### config.mk
export PLATFORM = sky130hd
export DESIGN_NAME = chk_accum_top
export DESIGN_NICKNAME = d
export VERILOG_FILES = /design/src/rtl/chk_pkg.sv /design/src/rtl/chk_xor_lane.sv /design/src/rtl/chk_wrap_add.sv /design/src/rtl/chk_combine.sv /design/src/rtl/chk_accum_top.sv
export SDC_FILE = /design/constraint.sdc
export NUM_CORES = 1
export LEC_CHECK = 0
export BUFFER_PORTS_ARGS = -buffer_cell sky130_fd_sc_hd__buf_2
export CAP_MARGIN = 20
export CORE_ASPECT_RATIO = 1.25
export CORE_UTILIZATION = 39
export CTS_BUF_LIST = sky130_fd_sc_hd__clkbuf_16
export DETAILED_ROUTE_END_ITERATION = 6
export PLACE_DENSITY = 0.59
export SLEW_MARGIN = 20
export SYNTH_ARGS = -nofsm -noshare
export SYNTH_HDL_FRONTEND = slang
export SYNTH_HIERARCHICAL = 1
export SYNTH_SLANG_ARGS = --single-unit
export TNS_END_PERCENT = 5
### constraint.sdc
create_clock -name clk_i -period 8.6 [get_ports clk_i]
set_input_delay 0.43 -clock clk_i [delete_from_list [all_inputs] [get_ports clk_i]]
set_output_delay 0.43 -clock clk_i [all_outputs]
set_load 0.05 [all_outputs]
### src/rtl/chk_pkg.sv
package chk_pkg;
  typedef enum logic [1:0] {
    CHK_XOR = 2'b00,
    CHK_ADD = 2'b01,
    CHK_OC  = 2'b10,
    CHK_RSV = 2'b11
  } chk_mode_e;
endpackage

### src/rtl/chk_xor_lane.sv
module chk_xor_lane #(
  parameter int W = 16
) (
  input  logic [W-1:0] a_i,
  input  logic [W-1:0] b_i,
  output logic [W-1:0] y_o
);
  for (genvar i = 0; i < W; i++) begin : g_col
    assign y_o[i] = a_i[i] ^ b_i[i];
  end
endmodule

### src/rtl/chk_wrap_add.sv
// Adder with selectable carry handling: wrap = 1 folds the top carry into bit 0.
module chk_wrap_add #(
  parameter int W = 16
) (
  input  logic [W-1:0] a_i,
  input  logic [W-1:0] b_i,
  input  logic         wrap_i,
  output logic [W-1:0] y_o
);
  localparam int SW = W + 1;
  logic [SW-1:0] raw;
  logic [W-1:0]  eac;

  assign raw = {1'b0, a_i} + {1'b0, b_i};
  // at most 2^(W+1)-2, so the second add cannot carry again
  assign eac = raw[W-1:0] + {{(W-1){1'b0}}, raw[W]};
  assign y_o = wrap_i ? eac : raw[W-1:0];
endmodule

### src/rtl/chk_combine.sv
module chk_combine
  import chk_pkg::*;
#(
  parameter int W = 16
) (
  input  chk_mode_e    mode_i,
  input  logic [W-1:0] acc_i,
  input  logic [W-1:0] data_i,
  output logic [W-1:0] res_o
);
  logic [W-1:0] xor_w, add_w;

  chk_xor_lane #(.W(W)) u_xor (.a_i(acc_i), .b_i(data_i), .y_o(xor_w));
  chk_wrap_add #(.W(W)) u_add (
    .a_i(acc_i), .b_i(data_i), .wrap_i(mode_i == CHK_OC), .y_o(add_w)
  );

  always_comb begin
    unique case (mode_i)
      CHK_ADD, CHK_OC: res_o = add_w;
      default:         res_o = xor_w;
    endcase
  end
endmodule

### src/rtl/chk_accum_top.sv
module chk_accum_top
  import chk_pkg::*;
#(
  parameter int W = 16
) (
  input  logic         clk_i,
  input  logic         rst_ni,
  input  logic         clear_i,
  input  logic [1:0]   mode_i,
  input  logic         valid_i,
  input  logic [W-1:0] data_i,
  input  logic         last_i,
  input  logic [W-1:0] check_i,
  output logic [W-1:0] sum_o,
  output logic         done_o,
  output logic         match_o
);
  chk_mode_e    mode_q;
  logic [W-1:0] acc_q, nxt_w;
  logic         done_q, match_q;

  chk_combine #(.W(W)) u_comb (
    .mode_i(mode_q), .acc_i(acc_q), .data_i(data_i), .res_o(nxt_w)
  );

  always_ff @(posedge clk_i or negedge rst_ni) begin
    if (!rst_ni) begin
      acc_q   <= '0;
      mode_q  <= CHK_XOR;
      done_q  <= 1'b0;
      match_q <= 1'b0;
    end else begin
      done_q  <= 1'b0;
      match_q <= 1'b0;
      if (clear_i) begin
        acc_q  <= '0;
        mode_q <= chk_mode_e'(mode_i);
      end else if (valid_i) begin
        acc_q <= nxt_w;
        if (last_i) begin
          done_q  <= 1'b1;
          match_q <= (nxt_w == check_i);
        end
      end
    end
  end

  assign sum_o   = acc_q;
  assign done_o  = done_q;
  assign match_o = match_q;
endmodule

==> out/summary.md, run 1 <==
STA puts the critical path data arrival time at 4.75 ns. By area the synthesized netlist is led by dfrtp_1 19%, xnor2_1 11%, ha_1 9.1%. Summed over all layers, the routed wires come to 6.56 mm. Count of endpoints failing hold in the final timing report: 0. The repair_antennas step left the layout with diodes totalling 0. The row count came out at 33. The total number of nets in the final design is 383. Measured along the x axis, the die boundary spans 75.3 µm.

After clock tree synthesis, the clock-pin slew on the worst setup and hold paths is 0.06 ns. The length in cells of the worst reg-to-reg path is 18, and the synthesis-to-layout area growth is 13.8%. In this run the cell area of the synthesized design comes to 0.00262 mm².

Startpoint-to-endpoint class of the critical path: reg2reg. Port buffering added 56 buffers. The capturing point of the worst reg2reg path is match_o. The final-report setup violation count was 0. Cells with a size suffix above 1 make up 28.9% of the layout. For the initial core utilization, the log shows 40.2%. Depth of the CTS H-tree: 1. The run finished, with violations left. The number of filler instances in the final layout is 684, and the overall power of the completed layout is 698 µW.

The die covers 0.00706 mm². Maximum clock skew at final layout: 0.00289 ns. The worst hold margin came out at 0.131 ns.

The final route contains 2214 vias. The number of non-filler instances in the completed layout is 409, and the boundary pin count is 57. The maximum VDD drop is 0.0745 mV, and the aggregate negative setup slack is 0 ns. The tools report the number of buffers added by the clock tree synthesis step as 3. The number of instances in the placed design was 406. The number of enable flip-flop cells after synthesis was 0; the post-synthesis area per instance was 9.54 µm².

In this run, post-CTS repair resized a total of 0 instances. The Yosys step of the flow raised 6 warnings. The worst pin sits at a relative slew slack of 39.2%.

Setup repair after global routing left no endpoint under its margin. In this design, the stage delay of the slowest critical-path cell is 0.44 ns. Of all nets on the critical path, the largest fanout is 5. Summed over its instances, the top area cell type makes up 19.1% of the synthesized netlist area. For the pin with the worst max-slew slack, the measured transition is 0.912 ns. For the number of distinct standard cells referenced by the synthesized netlist, the log shows 59. The part of the cycle the worst path needs came out at 53.0%. The longest clock path from root to sink contains 2 buffers.

Synthesis inferred 20 register bits. Entering global routing, the biggest net connects 21 pins. The number of routed nets with antenna violations came out at 0. Power density of the placed cells: 234 mW/mm².

The worst reg2reg path startpoint was sum_o[0]. In this run, post-CTS hold repair placed 0 buffers. For this run the aggregate overflow at the end of global routing stands at 0.

The data required time at the worst endpoint came out at 8.79 ns. Dividing the detail-routed wire length by the instance count gives 16.0 µm. After detailed routing, the number of remaining DRC violations is 2. The share of flip-flops with an asynchronous set or reset was 100%; the share of synthesized area occupied by flip-flops and latches was 19.1%. Walking the worst path, the cells encountered are ha_1, fa_1, a211oi_2, o21ai_2, a2111oi_2, o31ai_1, a21o_1, a21o_1, ha_1, and4_1, nand3_1, nor4_2, xnor2_1, mux2_4, xnor2_1, nand4_1, nor4_1, and3_1.

The number of detailed-route iterations in the first pass came out at 7. Synthesis produced a netlist whose cell count is 275. The die is 93.7 µm tall. For the number of maximum-capacitance constraint violations, the log shows 0. Leading area contributor after synthesis: dfrtp_1.

The maximum clock rate is 219 MHz. Register-to-register setup slack: 4.04 ns. The tools report the post-CTS setup buffer count as 0. For the number of clock sinks, the log shows 20. The checks that failed: design-rule violations. In this run, the number of DRC markers left after iteration 0 of detailed routing was 100.

The dominant register cell in the synthesized netlist is dfrtp_1. The congestion estimate from routability-driven global placement came to 0.817. For this run, the total global-route usage over all layers was measured as 19.6%. The core region is 0.00652 mm². Subtracting the final worst setup slack from the clock period gives 4.56 ns. The run gives 0 as the final max-slew violation count.

The tools report the via count of the first global-routing pass as 2132. The worst setup path is captured at a flip-flop. Among all stages on the critical path, the largest delay is contributed by fa_1. Detailed placement finished with a half-perimeter wire length of 5.28 mm. Synthesis produced a netlist with a net count of 334. The min-delay analysis places its worst path in the category in2async. The tools report the source-to-sink clock delay at the later pin of the worst-skew pair as 0.25 ns. The leakage power is 0.00145 µW. The kind of start point of the critical path was a flip-flop.

The tools report the root buffer cell as clkbuf_16. The tools report the number of antenna violations at the first check in global routing as 0. The first global-routing pass estimated 10.6 mm of wire. TritonCTS built the clock tree. The average vias per placed instance works out to 5.41.
metrics by stage:
stage	area, µm²	worst slack [ns]	util, %
floorplan	2620	4.25	-
global placement	2910	4.12	44.6
detailed placement	2910	3.96	44.6
CTS	2990	4.01	45.8
global route	2990	3.70	45.8
finish	2990	4.04	45.8
synthesized netlist by cell type (2+ instances only):
cell type / n
dfrtp_1: 20
nor3b_1: 2
xor2_1: 21
mux2_2: 9
nand2_1: 9
nand4_1: 6
buf_6: 5
nor4_1: 2
o21ai_1: 4
xnor2_1: 34
o211ai_1: 2
nand3_1: 7
ha_1: 19
a21oi_1: 11
mux2_4: 11
clkbuf_1: 3
nor2b_1: 3
buf_2: 2
o21ai_0: 5
a31oi_1: 2
a21o_1: 8
inv_1: 3
mux2i_1: 17
and3_1: 3
nor2_1: 28
nor3_1: 3
a211oi_2: 2
o21a_1: 3
cell families after synthesis:
logic type	count (synthesis)	synth area share, %
buffers and inverters	15	4.29
adder cells (fa/ha/maj)	20	9.83
AO/OA/AOI/OAI	56	16.9
XOR/XNOR	55	18.4
flip-flops	20	19.1
multiplexers	37	16.7
AND/OR/NAND/NOR	72	14.8
layout make-up:
cell class | instances | area, µm² | area share, %
Clock buffer | 3 | 75.1 | 2.51
Inverter | 3 | 11.3 | 0.377
Multi-Input combinational cell | 240 | 2010 | 67.3
Sequential cell | 20 | 500 | 16.8
Tap cell | 87 | 109 | 3.65
Timing Repair Buffer | 56 | 280 | 9.39
where the power goes:
part	switching (µW)	internal, µW	total, µW
sequential	20.2	109	129
clock	36.8	61.5	98.3
combinational	268	203	471
layout by cell type (no fill, tap or decap), drive strengths merged, types with 2 or more instances in the layout:
cell type / Yosys / routed
nand2: 9 / 9
a31oi: 3 / 3
xor2: 21 / 21
a21oi: 11 / 11
clkbuf: 3 / 3
mux2i: 17 / 17
xnor2: 34 / 34
o21a: 3 / 3
nor2: 28 / 28
mux2: 20 / 20
nand3: 7 / 7
nand4: 6 / 6
a211oi: 3 / 3
ha: 19 / 19
nor4: 3 / 3
a221oi: 2 / 2
nor2b: 3 / 3
buf: 9 / 56
and3: 4 / 4
o21ai: 10 / 10
nor3: 3 / 3
dfrtp: 20 / 20
a2111oi: 3 / 3
o211ai: 3 / 3
nor3b: 2 / 2
a21o: 9 / 9
inv: 3 / 3
routing by layer:
layer  up-vias  share of wire, %  track usage [%]  wire length, µm
met1      1065                47             26.3             3110
met4         0               1.3             4.32               88
li1       1098                 -                -                -
met3         9               2.0             1.07              132
met2        42                49             34.1             3220
met5         -                 0                0                0
sequential cells by signal, summed over array words and instances (netlist names):
register and count:
done_o 1, sum_o 16, mode_q 2, match_o 1
critical path, delay by kind of cell (launching register included):
kind            cells  cell delay [ns]
compound gates      6             1.38
flops               1             0.42
simple gates        6             1.07
mux                 1             0.30
fa+ha+maj           3             0.90
xor+xnor            2             0.42
worst max-delay path by stage:
stage                     cells past startpoint  endpoint  slack, ns      start
final                                        18   match_o       4.04   sum_o[0]
after global routing                         18   match_o       3.70   sum_o[0]
after global placement                       19   match_o       4.12  data_i[0]
after floorplan                              20   match_o       4.25   sum_o[0]
after CTS                                    18   match_o       4.01   sum_o[0]
after detailed placement                     19   match_o       3.96  data_i[0]
(Power assumes the default switching activity.)
==> run 2, diff against run 1 <==
--- a/config.mk
+++ b/config.mk
@@ -5,13 +5,14 @@
 export SDC_FILE = /design/constraint.sdc
 export NUM_CORES = 1
 export LEC_CHECK = 0
+export ABC_AREA = 1
 export BUFFER_PORTS_ARGS = -buffer_cell sky130_fd_sc_hd__buf_2
 export CAP_MARGIN = 20
 export CORE_ASPECT_RATIO = 1.25
 export CORE_UTILIZATION = 39
 export CTS_BUF_LIST = sky130_fd_sc_hd__clkbuf_16
 export DETAILED_ROUTE_END_ITERATION = 6
-export PLACE_DENSITY = 0.59
+export PLACE_DENSITY = 0.58
 export SLEW_MARGIN = 20
 export SYNTH_ARGS = -nofsm -noshare
 export SYNTH_HDL_FRONTEND = slang
==> constraint.sdc (replaced) <==
create_clock -name clk_i -period 4.4 [get_ports clk_i]
set_input_delay 0.22 -clock clk_i [delete_from_list [all_inputs] [get_ports clk_i]]
set_output_delay 0.22 -clock clk_i [all_outputs]
set_load 0.05 [all_outputs]
==> run 2 against run 1 <==
  * The run now ends clean
  * Die area grew 26%
  * Register-to-register slack worse by 3.6 ns
  * Critical path depth is 12 higher
  * Clock power grew 90%
  * Clock skew is essentially flat
==> out/summary.md, run 2 <==
The run gives 7.86 mm as the detailed-placement wirelength estimate. Counting instances in the post-synthesis netlist gives the leading cell types as 244 x nand2_1, 120 x inv_1, 39 x nand3_1, 25 x nor2_1, 20 x dfrtp_1. The run finished with clean final reports. The final global-route overflow total was 0; the count of warnings emitted by yosys was 6. For the final max-slew violation count, the log shows 0. The dominant register cell in the synthesized netlist is dfrtp_1.

The synthesized design spends more area on one cell type than any other, namely nand2_1. The clock period minus worst slack was 3.96 ns; the synthesized instance count was 581. The count of endpoints failing hold in the final timing report is 0, and the multiplexer fraction of the synthesized cell area is 0%. In the final routed layout, each cell accounts on average for 12.7 µm. At the end of the flow the core is filled with cells to 45.0%. The largest single stage delay on the critical path is 0.43 ns. Between clock sinks in the finished design, the worst skew comes to 0.00332 ns.

The worst-case clock buffer depth is 2, and the synthesis-to-layout area growth is 11.9%. The die covers 0.00886 mm². The logs give 9.32 mm for the sum of routed wire length over all layers and 37 for the number of distinct standard cells referenced by the synthesized netlist. Core area: 0.00824 mm². Fraction of synthesized cell area taken by the top area cell type: 27.7%. By instance count, the cell type seen most on the critical path is nand2_1. The final antenna diode count was 0; the final routed DRC violation total was 0. The via count of the first global-routing pass is 3430. Share of flip-flops with an asynchronous set or reset: 100%. Of the cells placed in the final design, the portion with a size suffix greater than 1 is 18.1%. The logs give 1 for the depth of the CTS H-tree and 0 for the number of maximum-capacitance constraint violations.

For this configuration, the core starts out at a cell density of 40.2%. After synthesis, the cell types taking the most area are nand2_1 28%, dfrtp_1 15%, inv_1 14%. The logs give 37 for the row count and 0.00362 mm² for the instance area after placement. Derived from the worst setup path, the maximum achievable clock frequency is 253 MHz.

The run gives 22.2% as the global router's overall resource usage. The worst pin sits at a relative slew slack of 48.5%. The power density of the placed cells came out at 310 mW/mm².

Across the VDD grid, the largest voltage drop is 0.224 mV. In this run the clock root is driven by a clkbuf_16. In the finished design, the share of the clock period the worst path needs comes to 89.9%. With fillers left out, the area of the finished cells amounts to 0.00370 mm². The maximum number of pins on one net before global-route repair came out at 21. The tools report the source-to-sink clock delay at the later pin of the worst-skew pair as 0.25 ns. The slowest stage of the critical path belongs to the cell dfrtp_1. The logs give 164 for the violation count after the first detailed-routing iteration and 0.00227 µW for the leakage power. Total power for the finished layout comes to 1150 µW. The post-synthesis area per instance is 5.70 µm².

The kind of start point of the critical path was a flip-flop. Among all cell types in the netlist, the one instantiated most often is nand2_1. The first-pass GRT wire length was 15.7 mm. The register with the most flip-flops in the layout has 16 of them.

The most common cell after layout, fill and taps aside is nand2_1. Average vias per placed instance: 4.77. After Yosys synthesis, full adders, half adders and majority gates account for 7.79% of the synthesized area. Setup repair after global routing left no endpoint under its margin.

The congestion estimate from routability-driven global placement came to 0.864. The compound-cell area share of the yosys netlist was 7.18%. The count of vias placed by the detailed router is 3489.

STA classifies the critical path endpoint as a flip-flop. The aggregate negative setup slack was 0 ns. The tools report the arrival time of the worst setup path as 4.14 ns. The number of routed nets with antenna violations is 0, and the number of buffer cells added on primary ports is 56.

Leaving out fill and tap cells, the most frequent cells in the layout are 244 x nand2_1, 120 x inv_1, 56 x buf_2. The clock-pin slew on the worst setup and hold paths is 0.06 ns, and the number of buffers added by the clock tree synthesis step is 3. The main combinational cell family by area after synthesis is simple AND/OR/NAND/NOR gates. Data on the critical path is required at its endpoint by 4.58 ns.

The synthesized netlist devotes 48.5% of its cell area to simple gates. The first detailed-routing pass ran for 5 iterations. Number of clock sinks: 20. The number of storage elements in the synthesis netlist works out to 20. The maximum fanout along the worst path was 5; the xor/xnor share of the synthesized area was 4.20%. Setup violations remaining at the end of the flow were counted as 0. TritonCTS built the clock tree. The number of enable flip-flop cells after synthesis is 0. The x dimension of the die was 84.4 µm.

The number of placed instances, taps included, is 726. The number of antenna violations at the first check in global routing is 0. Summing every instance area after synthesis gives 0.00331 mm². The number of non-filler instances in the completed layout was 731. The path class of the tightest hold or removal check is in2reg. The boundary pin count came out at 57.

The tools report the post-synthesis net count as 640. The total number of nets in the final design was 694. The run gives 15.1% as the share of synthesized area occupied by flip-flops and latches. The post-CTS setup buffer count is 0, and the vertical extent of the die is 105 µm. The worst setup path is of the reg2reg kind.

For the pin with the worst max-slew slack, the measured transition is 0.772 ns.
## run 2: changes by cell type after synthesis, moves of 5 or more
cell     delta
xor2_1     -10
mux2_4     -11
mux2i_1    -17
nor2_2      +7
o22ai_2     +7
nand3_1    +32
nor2_4      +6
a21o_1      -8
nand2_2    +18
xnor2_1    -31
inv_1     +117
nand2_1   +235
mux2_2      -9
nand3_2     +5
## run 2: cell type report
type | count | area [µm²]
Tap cell | 97 | 121
Clock buffer | 3 | 75.1
Fill cell | 921 | 4540
Inverter | 125 | 474
Clock inverter | 1 | 3.75
Sequential cell | 20 | 500
Multi-Input combinational cell | 428 | 2240
Timing Repair Buffer | 57 | 290
## run 2: cells by family after synthesis
| family | Yosys count |
|---|---|
| buffers and inverters | 133 |
| xor gates and xnor gates | 15 |
| AOI/OAI and AO/OA | 33 |
| DFF | 20 |
| and+or+nand+nor | 360 |
| adders and majority gates | 20 |
## run 2: what timing repair did
item | in CTS | in global routing
hold buffers | 1 | 0
hold endpoints to repair | 20 | 0
gates resized for setup | 0 | 0
## run 2: path summary, 6_finish.rpt
check / from / end / depth (start not counted) / slack, ns
hold reg to reg: mode_q[0] / mode_q[0] / 2 / 0.47
setup / recovery: sum_o[0] / match_o / 30 / 0.44
setup reg to reg: sum_o[0] / match_o / 30 / 0.44
min in group asynchronous: rst_ni / sum_o[14] / 2 / 0.46
max in group asynchronous: rst_ni / match_o / 2 / 3.60
hold / removal: mode_i[0] / mode_q[0] / 3 / 0.17
## run 2: worst max-delay path: cells and delay by family (launching register included)
kind,cells,cell delay (ns)
XOR/XNOR,1,0.19
adder cells (fa/ha/maj),3,0.89
flip-flops,1,0.43
AND/OR/NAND/NOR,21,1.88
AO/OA/AOI/OAI,2,0.27
buffers and inverters,3,0.20
## run 2: where the power goes
group	total (µW)	internal [µW]	switching (µW)
clock network	187	121	66.2
logic	725	230	495
registers	234	204	30.8
total	1150	555	592
## run 2: routing by layer
layer	vias up	global-route usage, %	wire [µm]
met5	-	0	0
met4	0	5.93	138
met3	10	1.50	381
met2	72	41.5	4670
met1	1557	27.2	4130
li1	1850	-	-
## run 2: per-stage QoR
stage | worst slack [ns] | hold slack [ns]
2_1_floorplan | 0.795 | -0.0756
3_3_place_gp | 0.561 | 0.202
3_5_place_dp | 0.502 | 0.206
4_1_cts | 0.485 | 0.167
5_1_grt | 0.0961 | 0.180
6_report | 0.443 | 0.170
==> run 3, diff against run 2 <==
--- a/config.mk
+++ b/config.mk
@@ -12,10 +12,9 @@
 export CORE_UTILIZATION = 39
 export CTS_BUF_LIST = sky130_fd_sc_hd__clkbuf_16
 export DETAILED_ROUTE_END_ITERATION = 6
-export PLACE_DENSITY = 0.58
+export PLACE_DENSITY = 0.59
 export SLEW_MARGIN = 20
 export SYNTH_ARGS = -nofsm -noshare
 export SYNTH_HDL_FRONTEND = slang
-export SYNTH_HIERARCHICAL = 1
 export SYNTH_SLANG_ARGS = --single-unit
 export TNS_END_PERCENT = 5
==> run 3 against run 2 <==
  * Area after synthesis fell by 11%
  * Clock-buffer cell count did not move
  * Final cell count fell by 11%
==> out/summary.md, run 3 <==
In the final design database the tool counted 620 nets. During synthesis, Yosys emitted a total of 0 warnings. Leaving out fill and tap cells, the most frequent cells in the layout are 176 x nand2_1, 79 x nand3_1, 69 x inv_1. Maximum clock rate: 256 MHz. The detail route stage leaves a number of antenna-violating nets equal to 0. Setup repair after global routing left no endpoint under its margin.

The run gives 57 as the boundary pin count. The biggest area contributor in the post-synthesis netlist is nand2_1. At the pin with the least slew margin, the transition time is 0.801 ns. The maximum clock skew at final layout was 0.00439 ns; the sum of routed wire length over all layers was 9.06 mm.

On the worst path, the slowest cell contributes a delay of 0.38 ns. After synthesis, the cell types taking the most area are nand2_1 22%, dfrtp_1 17%, nand3_1 13%. For the depth of the CTS H-tree, the log shows 1.

The average vias per placed instance works out to 5.16. Across every metal layer, demand over resource in global routing totals 24.3%. The part of the cycle the worst path needs was 88.8%.

The part of the total power dissipated in the clock network was 16.5%; the maximum VDD drop was 0.178 mV. The routed wirelength normalized by instance count is 13.9 µm, and the initial core utilization is 40.3%. At the end of routability-driven placement, the weighted congestion stood at 0.921.

The number of antenna diodes in the final layout is 0. In this run the static leakage power is 0.00198 µW. After clock tree synthesis, the clock-pin slew on the worst setup and hold paths is 0.06 ns. Setup total negative slack on the finished layout was measured at 0 ns.

The register with the most flip-flops in the layout has 16 of them. The power density of the placed cells was 361 mW/mm². The share of flip-flops with an asynchronous set or reset works out to 100%. The flow ran to the end, and the final reports show no timing, DRC or antenna violations.

The synthesis-to-layout area growth is 14.3%, and the full die area is 0.00795 mm². After global routing the overflow that remains totals 0. The number of detailed-route iterations in the first pass is 4, and the number of enable flip-flop cells after synthesis is 0.

The cell type with the highest occurrence count on the critical path is nand2_1. Post-CTS setup buffer count: 0. The tools report the switching power as 651 µW. Measured along the x axis, the die boundary spans 79.9 µm. For the number of filler instances in the final layout, the log shows 799. The routed design uses 311 µm of met3 wire. At the later pin of the worst-skew pair, clock insertion delay measures 0.26 ns. The tools report the count of endpoints failing hold in the final timing report as 0.

The logs give 3248 for the via count of the first global-routing pass and 0 for the number of maximum-capacitance constraint violations. In the final layout, the share of cells above drive strength 1 is 20.6%. In this run the standard cell core region covers 0.00736 mm². The wire length the detailed router placed on met1 was 3.82 mm. The first-pass GRT wire length was 14.9 mm; the post-synthesis area per instance was 5.82 µm². Counting instances in the post-synthesis netlist gives the leading cell types as 176 x nand2_1, 79 x nand3_1, 69 x inv_1, 31 x nor2_1, 22 x nand2_2. The logs give 3356 for the count of vias placed by the detailed router and 2 for the worst-case clock buffer depth.

In the routed design, unresolved DRC markers number 0. The worst pin sits at a relative slew slack of 46.5%. Buffers placed on the I/O ports in this run total 56. CTS placed an instance of clkbuf_16 at the clock tree root. The highest metal layer carrying signal wires in the routed design is met4. The number of buffers added by the clock tree synthesis step was 3. The area of all placed cells without fillers was 0.00338 mm²; the number of clock sinks was 20. In the post-synthesis netlist, the cell with the most instances is nand2_1. The worst setup path is launched from a flip-flop. The detailed-placement wirelength estimate came out at 7.29 mm. The violation count after the first detailed-routing iteration was 124; the row count was 35. The post-synthesis net count was 568; the arrival time of the worst setup path was 4.10 ns. Summing all placed instances gives a cell area of 0.00329 mm². The number of distinct standard cells referenced by the synthesized netlist was 36. For this run, the number of standard cells in the final layout without fillers is 651. The final max-slew violation count is 0, and the post-synthesis instance area is 0.00296 mm².

The tightest min-delay check is of the in2reg type. Summed over all nets, wire length on met2 after detailed routing comes to 4.60 mm. The fraction of power consumed by sequential logic was 18.4%; the vertical extent of the die was 99.4 µm.

After synthesis, flip-flops and latches occupy 16.9% of the total area. Number of instances in the placed design: 647. For the maximum number of pins on one net before global-route repair, the log shows 25. Setup violations remaining at the end of the flow were counted as 0.

The dominant register cell in the synthesized netlist was dfrtp_1. Core occupancy in the finished layout: 46.0%. The fraction of synthesized cell area taken by the top area cell type was 22.3%. The largest individual stage delay along the critical path comes from the cell fa_2. The worst setup path is of the reg2reg kind.

The tools report the total internal power as 572 µW. TritonCTS built the clock tree. Synthesis produced 509 cells. Clock period minus worst slack: 3.91 ns.

The completed layout was analyzed and its total power is 1220 µW. Number of storage elements in the synthesis netlist: 20. The worst setup path is captured at a flip-flop. The run gives 0 as the number of antenna violations at the first check in global routing. The library cell used most frequently in the layout, excluding fill and tap cells, is nand2_1. The maximum fanout along the worst path came out at 4.

Net switching is 53.2% of the power. The share of total power dissipated in combinational logic is 65.1%. The data required time at the worst endpoint was 4.60 ns.
run 3: power by group through the flow:
stage / logic, µW / clock network, µW / registers [µW]
after global placement: 788 / 0 / 227
after global routing: 892 / 216 / 228
final: 796 / 202 / 225
after floorplan: 544 / 0 / 303
after detailed placement: 791 / 0 / 229
after CTS: 795 / 207 / 225
run 3: metrics by stage:
stage | hold slack (ns) | worst slack, ns
floorplan | -0.0756 | 0.551
global placement | 0.231 | 0.443
detailed placement | 0.245 | 0.315
CTS | 0.167 | 0.305
global route | 0.165 | 0.0309
finish | 0.163 | 0.493
run 3: per-layer routing:
| metal | track usage, % | vias up |
|---|---|---|
| li1 | - | 1735 |
| met1 | 27.4 | 1510 |
| met2 | 45.2 | 90 |
| met3 | 2.84 | 21 |
| met4 | 10.0 | 0 |
| met5 | 0 | - |
run 3: layout make-up:
type | instances | area [µm²] | area share, %
Multi-Input combinational cell | 403 | 2110 | 62.5
Sequential cell | 20 | 500 | 14.8
Timing Repair Buffer | 57 | 290 | 8.58
Inverter | 76 | 289 | 8.54
Tap cell | 92 | 115 | 3.40
Clock buffer | 3 | 75.1 | 2.22
run 3: path summary, 6_finish.rpt:
check / start / end / slack (ns) / depth (start not counted)
worst min register to register: mode_q[1] / mode_q[1] / 0.48 / 2
min in group asynchronous: rst_ni / sum_o[11] / 0.48 / 2
worst max-delay path: sum_o[0] / match_o / 0.49 / 31
worst max register to register: sum_o[0] / match_o / 0.49 / 31
max in group asynchronous: rst_ni / mode_q[0] / 3.54 / 2
worst min-delay path: mode_i[1] / mode_q[1] / 0.16 / 3
run 3: timing repair:
action                                  in CTS  in global routing
endpoints found under the setup margin       0                  1
hold endpoints to repair                    20                  0
hold buffers                                 1                  0
gates resized for setup                      0                  3
run 3: worst max-delay path: cells and delay by family, from the launching register on:
family | cells | cell delay, ns
flip-flops | 1 | 0.36
AND/OR/NAND/NOR | 24 | 2.32
adder cells (fa/ha/maj) | 3 | 0.78
AO/OA/AOI/OAI | 2 | 0.24
buffers and inverters | 2 | 0.15
run 3: cells by family after synthesis:
logic type      Yosys count  synth area share (%)
simple gates            342                  54.1
flops                    20                  16.9
xor+xnor                  1                 0.296
buf+inv                  86                  12.0
fa+ha+maj                20                  8.70
compound gates           40                  8.03
